--- config.mk ---
export PLATFORM = sky130hd
export DESIGN_NAME = usb_suspend_seq
export DESIGN_NICKNAME = d
export VERILOG_FILES = /design/src/rtl/usb_susp_pkg.sv /design/src/rtl/usb_idle_detect.sv /design/src/rtl/usb_wake_seq.sv /design/src/rtl/usb_irq_flags.sv /design/src/rtl/usb_suspend_seq.sv
export SDC_FILE = /design/constraint.sdc
export NUM_CORES = 1
export LEC_CHECK = 0
export BUFFER_PORTS_ARGS = -buffer_cell sky130_fd_sc_hd__buf_2
export CORE_ASPECT_RATIO = 0.6
export CORE_MARGIN = 2
export CORE_UTILIZATION = 58
export DETAILED_ROUTE_END_ITERATION = 10
export GPL_TIMING_DRIVEN = 0
export PLACE_DENSITY = 0.81
export REMOVE_ABC_BUFFERS = 1
export SLEW_MARGIN = 20
export SYNTH_ARGS = -nofsm -noshare
export SYNTH_HDL_FRONTEND = slang
export SYNTH_SLANG_ARGS = --single-unit
--- constraint.sdc ---
create_clock -name clk -period 2.6 [get_ports clk]
set_clock_uncertainty 0.05 [all_clocks]
set_input_delay 0.26 -clock clk [delete_from_list [all_inputs] [get_ports clk]]
set_output_delay 0.26 -clock clk [all_outputs]
set_load 0.05 [all_outputs]
--- src/rtl/usb_susp_pkg.sv ---
package usb_susp_pkg;

  typedef enum logic [1:0] {
    SEQ_RUN      = 2'd0,
    SEQ_PD       = 2'd1,
    SEQ_OSC_WAIT = 2'd2,
    SEQ_KDRIVE   = 2'd3
  } seq_state_e;

  localparam logic [1:0] LS_SE0 = 2'b00;
  localparam logic [1:0] LS_K   = 2'b01;
  localparam logic [1:0] LS_J   = 2'b10;

  localparam int unsigned NUM_FLAGS = 3;
  localparam int unsigned FLG_SUSP  = 0;
  localparam int unsigned FLG_WAKE  = 1;
  localparam int unsigned FLG_OSCOK = 2;

  function automatic logic line_is_idle(input logic [1:0] ls);
    return ls == LS_J;
  endfunction

  function automatic logic dplus_low(input logic [1:0] ls);
    return ~ls[1];
  endfunction

  function automatic logic irq_combine(input logic gie,
                                       input logic [NUM_FLAGS-1:0] flags,
                                       input logic [NUM_FLAGS-1:0] enables);
    return gie & (|(flags & enables));
  endfunction

endpackage

--- src/rtl/usb_idle_detect.sv ---
module usb_idle_detect
  import usb_susp_pkg::*;
#(
  parameter int unsigned IDLE_CYCLES = 144000
) (
  input  logic       clk,
  input  logic       rst_n,
  input  logic [1:0] line_state_i,
  output logic       susp_hit_o
);
  localparam int unsigned CW = $clog2(IDLE_CYCLES + 1);
  localparam logic [CW-1:0] CNT_SAT  = CW'(IDLE_CYCLES);
  localparam logic [CW-1:0] CNT_LAST = CW'(IDLE_CYCLES - 1);

  logic [CW-1:0] idle_cnt;
  logic          idle_now;

  assign idle_now   = line_is_idle(line_state_i);
  assign susp_hit_o = idle_now && (idle_cnt == CNT_LAST);

  always_ff @(posedge clk or negedge rst_n) begin
    if (!rst_n) begin
      idle_cnt <= '0;
    end else if (!idle_now) begin
      idle_cnt <= '0;
    end else if (idle_cnt != CNT_SAT) begin
      idle_cnt <= idle_cnt + 1'b1;
    end
  end
endmodule

--- src/rtl/usb_wake_seq.sv ---
module usb_wake_seq
  import usb_susp_pkg::*;
#(
  parameter int unsigned KDRIVE_CYCLES = 480000
) (
  input  logic       clk,
  input  logic       rst_n,
  input  logic       pwrdown_i,
  input  logic       rwu_set_i,
  input  logic       osc_stable_i,
  output seq_state_e state_o,
  output logic       osc_en_o,
  output logic       osc_restart_o,
  output logic       kdrive_o,
  output logic       rwu_busy_o,
  output logic       kdone_o
);
  localparam int unsigned KW = (KDRIVE_CYCLES > 1) ? $clog2(KDRIVE_CYCLES) : 1;
  localparam logic [KW-1:0] K_LAST = KW'(KDRIVE_CYCLES - 1);

  seq_state_e state_q, state_d;
  logic [KW-1:0] kcnt;
  logic          osc_en_q;

  assign kdone_o = (state_q == SEQ_KDRIVE) && (kcnt == K_LAST);

  always_comb begin
    state_d = state_q;
    unique case (state_q)
      SEQ_RUN: begin
        if (rwu_set_i)      state_d = SEQ_OSC_WAIT;
        else if (pwrdown_i) state_d = SEQ_PD;
      end
      SEQ_PD: begin
        if (rwu_set_i)       state_d = SEQ_OSC_WAIT;
        else if (!pwrdown_i) state_d = SEQ_RUN;
      end
      SEQ_OSC_WAIT: begin
        if (osc_stable_i) state_d = SEQ_KDRIVE;
      end
      SEQ_KDRIVE: begin
        if (kdone_o) state_d = pwrdown_i ? SEQ_PD : SEQ_RUN;
      end
      default: state_d = SEQ_RUN;
    endcase
  end

  always_ff @(posedge clk or negedge rst_n) begin
    if (!rst_n) begin
      state_q  <= SEQ_RUN;
      kcnt     <= '0;
      osc_en_q <= 1'b0;
    end else begin
      state_q  <= state_d;
      osc_en_q <= osc_en_o;
      if (state_q != SEQ_KDRIVE) kcnt <= '0;
      else if (!kdone_o)         kcnt <= kcnt + 1'b1;
    end
  end

  assign state_o       = state_q;
  assign osc_en_o      = (state_q != SEQ_PD);
  assign osc_restart_o = osc_en_o && !osc_en_q;
  assign kdrive_o      = (state_q == SEQ_KDRIVE);
  assign rwu_busy_o    = (state_q == SEQ_OSC_WAIT) || (state_q == SEQ_KDRIVE);
endmodule

--- src/rtl/usb_irq_flags.sv ---
module usb_irq_flags
  import usb_susp_pkg::*;
(
  input  logic                 clk,
  input  logic                 rst_n,
  input  logic [NUM_FLAGS-1:0] set_i,
  input  logic [NUM_FLAGS-1:0] clr_i,
  input  logic                 osc_restart_i,
  input  logic                 osc_en_i,
  input  logic                 osc_stable_i,
  output logic                 osc_ok_evt_o,
  output logic [NUM_FLAGS-1:0] flag_o
);
  logic stable_pending;

  assign osc_ok_evt_o = osc_en_i && osc_stable_i && (stable_pending || osc_restart_i);

  always_ff @(posedge clk or negedge rst_n) begin
    if (!rst_n)             stable_pending <= 1'b1;
    else if (osc_ok_evt_o)  stable_pending <= 1'b0;
    else if (osc_restart_i) stable_pending <= 1'b1;
  end

  for (genvar g = 0; g < NUM_FLAGS; g++) begin : g_flag
    always_ff @(posedge clk or negedge rst_n) begin
      if (!rst_n)        flag_o[g] <= 1'b0;
      else if (set_i[g]) flag_o[g] <= 1'b1;
      else if (clr_i[g]) flag_o[g] <= 1'b0;
    end
  end
endmodule

--- src/rtl/usb_suspend_seq.sv ---
module usb_suspend_seq
  import usb_susp_pkg::*;
#(
  parameter int unsigned IDLE_CYCLES   = 144000,
  parameter int unsigned KDRIVE_CYCLES = 480000
) (
  input  logic       clk,
  input  logic       rst_n,
  input  logic [1:0] line_state_i,
  input  logic       host_activity_i,
  input  logic       pwrdown_i,
  input  logic       rwu_set_i,
  input  logic       osc_stable_i,
  input  logic       ie_i,
  input  logic       susp_ie_i,
  input  logic       wake_ie_i,
  input  logic       osc_ok_ie_i,
  input  logic       susp_clr_i,
  input  logic       wake_clr_i,
  input  logic       osc_ok_clr_i,
  output logic       osc_en_o,
  output logic       kdrive_o,
  output logic       rwu_busy_o,
  output logic       susp_irq_o,
  output logic       wake_irq_o,
  output logic       osc_ok_irq_o,
  output logic       irq_o
);
  seq_state_e           seq_state;
  logic                 susp_hit;
  logic                 wake_evt;
  logic                 osc_ok_evt;
  logic                 osc_restart;
  logic                 kdone;
  logic [NUM_FLAGS-1:0] flag_set, flag_clr, flags, flag_en;

  usb_idle_detect #(.IDLE_CYCLES(IDLE_CYCLES)) u_idle (
    .clk          (clk),
    .rst_n        (rst_n),
    .line_state_i (line_state_i),
    .susp_hit_o   (susp_hit)
  );

  usb_wake_seq #(.KDRIVE_CYCLES(KDRIVE_CYCLES)) u_seq (
    .clk           (clk),
    .rst_n         (rst_n),
    .pwrdown_i     (pwrdown_i),
    .rwu_set_i     (rwu_set_i),
    .osc_stable_i  (osc_stable_i),
    .state_o       (seq_state),
    .osc_en_o      (osc_en_o),
    .osc_restart_o (osc_restart),
    .kdrive_o      (kdrive_o),
    .rwu_busy_o    (rwu_busy_o),
    .kdone_o       (kdone)
  );

  assign wake_evt = (seq_state == SEQ_PD) &&
                    (dplus_low(line_state_i) || host_activity_i);

  assign flag_set[FLG_SUSP]  = susp_hit;
  assign flag_set[FLG_WAKE]  = wake_evt;
  assign flag_set[FLG_OSCOK] = osc_ok_evt;
  assign flag_clr[FLG_SUSP]  = susp_clr_i;
  assign flag_clr[FLG_WAKE]  = wake_clr_i;
  assign flag_clr[FLG_OSCOK] = osc_ok_clr_i;
  assign flag_en[FLG_SUSP]   = susp_ie_i;
  assign flag_en[FLG_WAKE]   = wake_ie_i;
  assign flag_en[FLG_OSCOK]  = osc_ok_ie_i;

  usb_irq_flags u_flags (
    .clk           (clk),
    .rst_n         (rst_n),
    .set_i         (flag_set),
    .clr_i         (flag_clr),
    .osc_restart_i (osc_restart),
    .osc_en_i      (osc_en_o),
    .osc_stable_i  (osc_stable_i),
    .osc_ok_evt_o  (osc_ok_evt),
    .flag_o        (flags)
  );

  assign susp_irq_o   = flags[FLG_SUSP];
  assign wake_irq_o   = flags[FLG_WAKE];
  assign osc_ok_irq_o = flags[FLG_OSCOK];
  assign irq_o        = irq_combine(ie_i, flags, flag_en);
endmodule

==> impl_metrics.tcl, run 1 <==
set metrics [dict create \
    status "complete, no violations" \
    netlist_area_sq_um 2260 \
    final_cell_count_no_fill 310 \
    tritoncts "done" \
    clock_insertion_delay_worst_skew_ns 0.29 \
    layout.filler_cells 307 \
    overflow 0 \
    num_rows 17 \
    cell_taking_the_most_area_after_synthesis "sky130_fd_sc_hd__dfrtp_1" \
    number_of_distinct_library_cell_variants_in_the_gate_level_netlist_after_synthesis 43 \
    post-route-worst-setup-slack_ns 0.271 \
    internal_pwr_total_mw 1.13 \
    crit_path_max_fanout 5 \
    postCtsResizedCells 0 \
    final_core_utilization_pct 68.0 \
    dp_hpwl_mm 3.28 \
    core_sq_um 3700 \
    total_leakage_power_nw 1.02 \
    slew-limit-headroom_pct 36.0 \
    netSwitchingFraction_pct 26.9 \
    drt.antenna.violating_nets 0 \
    drt-wirelength-per-cell_um 14.8 \
    setup.worst_path.class "reg2reg" \
    grt_setup_unrepaired "false" \
    clock_tree.root_cell "sky130_fd_sc_hd__clkbuf_8" \
    final_hold_viol_count 0 \
    worst_r2r_startpoint "u_idle.idle_cnt[0]" \
    grt_antenna_before_repair 0 \
    maxClockFrequency_mhz 429 \
    power.net_switching_uw 414 \
    chip_height_um 52.4 \
    finalPower_mw 1.54 \
    post-route-period-util_pct 89.6 \
    clk_transition_reported_paths_ns 0.09 \
    peakVddDrop_uv 540 \
    layout_common_cells "43 x sky130_fd_sc_hd__dfrtp_1, 21 x sky130_fd_sc_hd__nor2_1, 21 x sky130_fd_sc_hd__buf_2" \
    timing_worst_slew_pin_value_ns 0.961 \
    routed-via-count 1848 \
    first_global_vias 1661 \
    pin_count 22 \
    power_density_nw_per_um2 613 \
    wire_length_of_the_first_global_routing_pass_mm 8.00 \
    syn_avg_cell_area_sq_um 9.34 \
    clock_sinks 44 \
    first_pass_iters 4 \
    critical-path-slowest-cell "sky130_fd_sc_hd__or4b_2" \
    cts-root-to-sink-buffers 2 \
    first_iter_violations 129 \
    chipWidth_um 84.6 \
    final_count_of_pins_violating_max_slew 0 \
    seq_area_frac_synth_pct 48.8 \
    critical-path-top-delay-family "simple AND/OR/NAND/NOR gates" \
    viasPerCell 5.96 \
    layout-area-overhead-vs-synth_pct 11.2 \
    accumulated_negative_setup_slack_ns 0 \
    portion_of_total_power_attributed_to_the_clock_network_pct 35.8 \
    max_cap_viol_count 0 \
    setup_violations 0 \
    min-delay-path-class "in2async" \
    start_util_pct 61.1 \
    netlist_instances 242 \
    critical_path.max_stage_delay_ns 0.70 \
    final_net_count 280 \
    critical_path.cell_chain "inv_1 -> ha_1 -> or4b_1 -> or4b_2 -> o2111ai_1 -> o31ai_1" \
    worst_setup_path_end_kind "register" \
    cts-buffers-inserted 5 \
    cp_data_required_time_ns 2.71 \
    post-place-cells 302 \
    post_cts_setup_driven_buffer_insertion_count 0 \
    design.die.area_sq_um 4430 \
    netlist.area_leader.share_pct 47.6 \
    cts_hold_buf 0 \
    gp_routability_congestion 0.843 \
    pin_count_of_the_biggest_net_entering_global_routing 45 \
    power.share.sequential_pct 52.6 \
    final_common_cell "sky130_fd_sc_hd__dfrtp_1" \
    comb_power_share_pct 11.6 \
    fin_crit_ns 2.33 \
    worst-endpoint-arrival_ns 2.43 \
    antenna_cells_inserted 0 \
    globalRouteTotalUtil_pct 23.1 \
    synth-seq-cells 44 \
    port-buffer-count 21 \
    critPathLaunch "u_idle.idle_cnt[0]" \
    drc_violations_left 0 \
    dp_slack_ns 0.306 \
    layout_cells_sized_above_1_pct 14.4 \
    totalWireLength_mm 4.58 \
    cts_max_level 2 \
    synth.area.top_cells "sky130_fd_sc_hd__dfrtp_1 48%, sky130_fd_sc_hd__xnor2_1 4.3%, sky130_fd_sc_hd__nor2_1 3.5%" \
    crit_path_start_kind "register" \
    critical_path.n_buffers_inverters 1 \
    warnings_from_yosys 0 \
]
## power groups by stage
| stage | Sequential [mW] | Combinational (mW) | Clock, mW |
|---|---|---|---|
| after floorplan | 0.805 | 0.120 | 0 |
| after global placement | 0.818 | 0.166 | 0 |
| after detailed placement | 0.822 | 0.176 | 0 |
| after CTS | 0.808 | 0.178 | 0.558 |
| after global routing | 0.820 | 0.210 | 0.584 |
| final | 0.811 | 0.178 | 0.551 |
## sequential cells by signal (all words and copies together) (netlist names)
signal	flops
u_seq.osc_en_q	1
u_seq.kcnt	19
u_seq.state_o	2
u_flags.stable_pending	1
u_flags.flag_o	3
u_idle.idle_cnt	18
## cell families (layout without fill, tap and decap cells)
family	count (synthesis)	count (layout)	synth area share (%)
buffers and inverters	22	43	3.71
AO/OA/AOI/OAI	45	45	11.6
flip-flops	44	44	48.8
adder cells (fa/ha/maj)	3	3	1.66
XOR/XNOR	16	16	6.20
multiplexers	1	1	0.443
AND/OR/NAND/NOR	111	111	27.7
## synthesized netlist by cell type, drive strengths merged
library cell,n
or4,6
or3,10
a21oi,15
nand4,8
or4b,2
nor3,10
xnor2,11
xor2,5
o22ai,2
nand3,16
nand2,15
or2,2
clkbuf,7
ha,3
a222oi,1
o211ai,1
and3,3
nor4b,2
o31ai,3
dfstp,1
a211oi,1
nor4,4
o21ai,14
buf,1
or3b,1
and4,1
nand2b,2
clkinv,1
inv,13
dfrtp,43
a31oi,5
o22a,1
o2111ai,1
mux2i,1
nor2b,4
nor2,21
o21a,1
nor4bb,4
## layout make-up
type | count | area (sq um) | area share, %
tap | 47 | 58.8 | 2.34
clock buffer | 6 | 82.6 | 3.28
sequential | 44 | 1100 | 43.8
timing repair buffer | 21 | 105 | 4.18
inverter | 14 | 52.6 | 2.09
clock inverter | 2 | 38.8 | 1.54
multi-input combinational | 176 | 1070 | 42.7
## final timing paths
kind	end	slack [ns]	depth (start not counted)
max	u_idle.idle_cnt[2]	0.27	6
min	u_idle.idle_cnt[2]	0.06	1
max reg2reg	u_idle.idle_cnt[2]	0.27	6
min reg2reg	u_seq.kcnt[5]	0.47	1
max in group asynchronous	u_idle.idle_cnt[5]	1.83	1
min in group clk	u_flags.stable_pending	0.09	2
## stage by stage
| stage | area [sq um] | hold slack [ns] |
|---|---|---|
| 6_report | 2510 | 0.0582 |
| 5_1_grt | 2510 | 0.0791 |
| 4_1_cts | 2510 | 0.0808 |
| 3_5_place_dp | 2390 | 0.402 |
| 3_3_place_gp | 2390 | 0.386 |
| 2_1_floorplan | 2230 | -0.0856 |
## layer usage
metal  vias up  GRT usage, %  wire length, um
met5         -             0                0
met3         2          5.67              350
li1        915             -                -
met2        68          31.2             1780
met4         0          4.76               20
met1       863          37.1             2430
Note: power is estimated with default switching activity, not from simulation.
==> run 2: changes to the inputs <==
==> constraint.sdc (replaced) <==
create_clock -name clk -period 2.6 [get_ports clk]
set_clock_uncertainty 0.05 [all_clocks]
set_input_delay 0 -clock clk [delete_from_list [all_inputs] [get_ports clk]]
set_output_delay 0 -clock clk [all_outputs]
set_load 0.05 [all_outputs]
==> impl_metrics.tcl, run 2 (synthesis results as in run 1) <==
set metrics [dict create \
    design.die.area_sq_um 4430 \
    final_count_of_pins_violating_max_slew 0 \
    critPathLaunch "u_idle.idle_cnt[0]" \
    setup_violations 0 \
    critical-path-top-delay-family "simple AND/OR/NAND/NOR gates" \
    wire_length_of_the_first_global_routing_pass_mm 8.35 \
    setup.reg_to_reg.worst_slack_ns 0.27 \
    clock_sinks 44 \
    total_leakage_power_nw 1.07 \
    totalWireLength_mm 4.82 \
    accumulated_negative_setup_slack_ns 0 \
    timing.hold.worst_path_depth 4 \
    final_hold_viol_count 0 \
    critical_path.n_buffers_inverters 1 \
    overflow 0 \
    use_met2_pct 33.7 \
    crit_path_max_fanout 5 \
    cp_data_required_time_ns 2.71 \
    first_iter_violations 138 \
    cts-root-to-sink-buffers 2 \
    setup.worst_path.class "reg2reg" \
    postCtsResizedCells 0 \
    first_pass_iters 4 \
    worst_setup_path_end_kind "register" \
    gp_routability_congestion 0.843 \
    chip_height_um 52.4 \
    grt_setup_unrepaired "false" \
    status "complete, no violations" \
    power.net_switching_uw 417 \
    chipWidth_um 84.6 \
    worstReg2RegEnd "u_idle.idle_cnt[2]" \
    comb_power_share_pct 12.3 \
    clk_transition_reported_paths_ns 0.09 \
    num_rows 17 \
    met3_usage_pct 6.14 \
    power_density_nw_per_um2 592 \
    layout_cells_sized_above_1_pct 14.3 \
    holdCritStartpoint "line_state_i[1]" \
    final_core_utilization_pct 70.9 \
    worst_r2r_startpoint "u_idle.idle_cnt[0]" \
    portion_of_total_power_attributed_to_the_clock_network_pct 35.6 \
    critical_path.max_stage_delay_ns 0.70 \
    power.share.sequential_pct 52.1 \
    peakVddDrop_uv 543 \
    maxClockFrequency_mhz 429 \
    largest_register_ff_count 19 \
    slew-limit-headroom_pct 52.3 \
    routed-via-count 1911 \
    globalRouteTotalUtil_pct 24.4 \
    layout-area-overhead-vs-synth_pct 16.1 \
    use_met1_pct 38.4 \
    reg_top3 "u_seq.kcnt: 19 flops, u_idle.idle_cnt: 18 flops, u_flags.flag_o: 3 flops" \
    drt.antenna.violating_nets 0 \
    viasPerCell 5.97 \
    finalPower_mw 1.55 \
    min-delay-path-class "in2reg" \
    worst-path-stages 6 \
    dp_slack_ns 0.306 \
    layout_common_cells "43 x sky130_fd_sc_hd__dfrtp_1, 21 x sky130_fd_sc_hd__nor2_1, 21 x sky130_fd_sc_hd__buf_2" \
    timing_worst_slew_pin_value_ns 0.715 \
    grt.busiest_layer "met1" \
    r2r_cells 6 \
    first_global_vias 1717 \
    internal_pwr_total_mw 1.14 \
    pin_count 22 \
    clock_insertion_delay_worst_skew_ns 0.29 \
    netSwitchingFraction_pct 26.8 \
    drt-wirelength-per-cell_um 15.1 \
    critical-path-slowest-cell "sky130_fd_sc_hd__or4b_2" \
    grt_antenna_before_repair 0 \
    fin_crit_ns 2.33 \
    final_common_cell "sky130_fd_sc_hd__dfrtp_1" \
    antenna_cells_inserted 0 \
    hold-worst-slack_ns 0.0598 \
    cts-buffers-inserted 5 \
    post-route-period-util_pct 89.7 \
    clock_tree.root_cell "sky130_fd_sc_hd__clkbuf_8" \
    crit_path_start_kind "register" \
    largest_register "u_seq.kcnt" \
    critical_path.cell_chain "inv_1 -> ha_1 -> or4b_1 -> or4b_2 -> o2111ai_1 -> o31ai_1" \
    dp_hpwl_mm 3.28 \
    drc_violations_left 0 \
    port-buffer-count 21 \
    max_cap_viol_count 0 \
    post-route-worst-setup-slack_ns 0.269 \
    start_util_pct 61.1 \
    tritoncts "done" \
    core_sq_um 3700 \
    worst-endpoint-arrival_ns 2.44 \
    pin_count_of_the_biggest_net_entering_global_routing 45 \
    final_net_count 290 \
    worst_hold_path.endpoint "u_idle.idle_cnt[2]" \
    cts_max_level 2 \
]
[run 2: cell types whose count changed in the layout (fill, tap and decap cells not counted)]
cell                            previous run  this run
sky130_fd_sc_hd__buf_12                    0         1
sky130_fd_sc_hd__dlygate4sd3_1             0         9
[run 2: what timing repair did]
item,4_1_cts,5_1_grt
endpoints found under the hold margin,50,0
setup buffers,0,0
hold buffers,9,0
[run 2: cell type report]
| class | instances | area [sq um] |
|---|---|---|
| flip-flops and latches | 44 | 1100 |
| clock inverters | 2 | 38.8 |
| fillers | 291 | 1080 |
| inverters | 14 | 52.6 |
| well taps | 47 | 58.8 |
| clock buffers | 6 | 82.6 |
| multi-input cells | 176 | 1070 |
| repair buffers | 31 | 215 |
[run 2: per-layer routing]
metal | part of all wire, % | wire length [um]
met1 | 53 | 2530
met4 | 0.42 | 20
met5 | 0 | 0
met2 | 40 | 1940
met3 | 6.8 | 328
[run 2: worst max path at each step]
| stage | to |
|---|---|
| after global placement | u_idle.idle_cnt[2] |
| after detailed placement | u_idle.idle_cnt[2] |
| after global routing | u_idle.idle_cnt[1] |
| after floorplan | u_idle.idle_cnt[2] |
| final | u_idle.idle_cnt[2] |
| after CTS | u_idle.idle_cnt[2] |
[run 2: through the flow]
step | area, sq um | cells
finish | 2630 | 320
detailed placement | 2390 | 302
CTS | 2610 | 319
global route | 2630 | 320
global placement | 2390 | 302
floorplan | 2230 | 234
[run 2: power groups by stage]
stage / clock [mW] / sequential, mW / combinational (mW)
floorplan: 0 / 0.805 / 0.120
global placement: 0 / 0.818 / 0.166
detailed placement: 0 / 0.822 / 0.176
CTS: 0.558 / 0.808 / 0.187
global route: 0.584 / 0.818 / 0.222
finish: 0.553 / 0.810 / 0.192
[run 2: worst register-to-register path, cell delays in order (launching register included)]
cell,delay [ns]
sky130_fd_sc_hd__dfrtp_1,0.43
sky130_fd_sc_hd__inv_1,0.10
sky130_fd_sc_hd__ha_1,0.14
sky130_fd_sc_hd__or4b_1,0.45
sky130_fd_sc_hd__or4b_2,0.70
sky130_fd_sc_hd__o2111ai_1,0.23
sky130_fd_sc_hd__o31ai_1,0.10
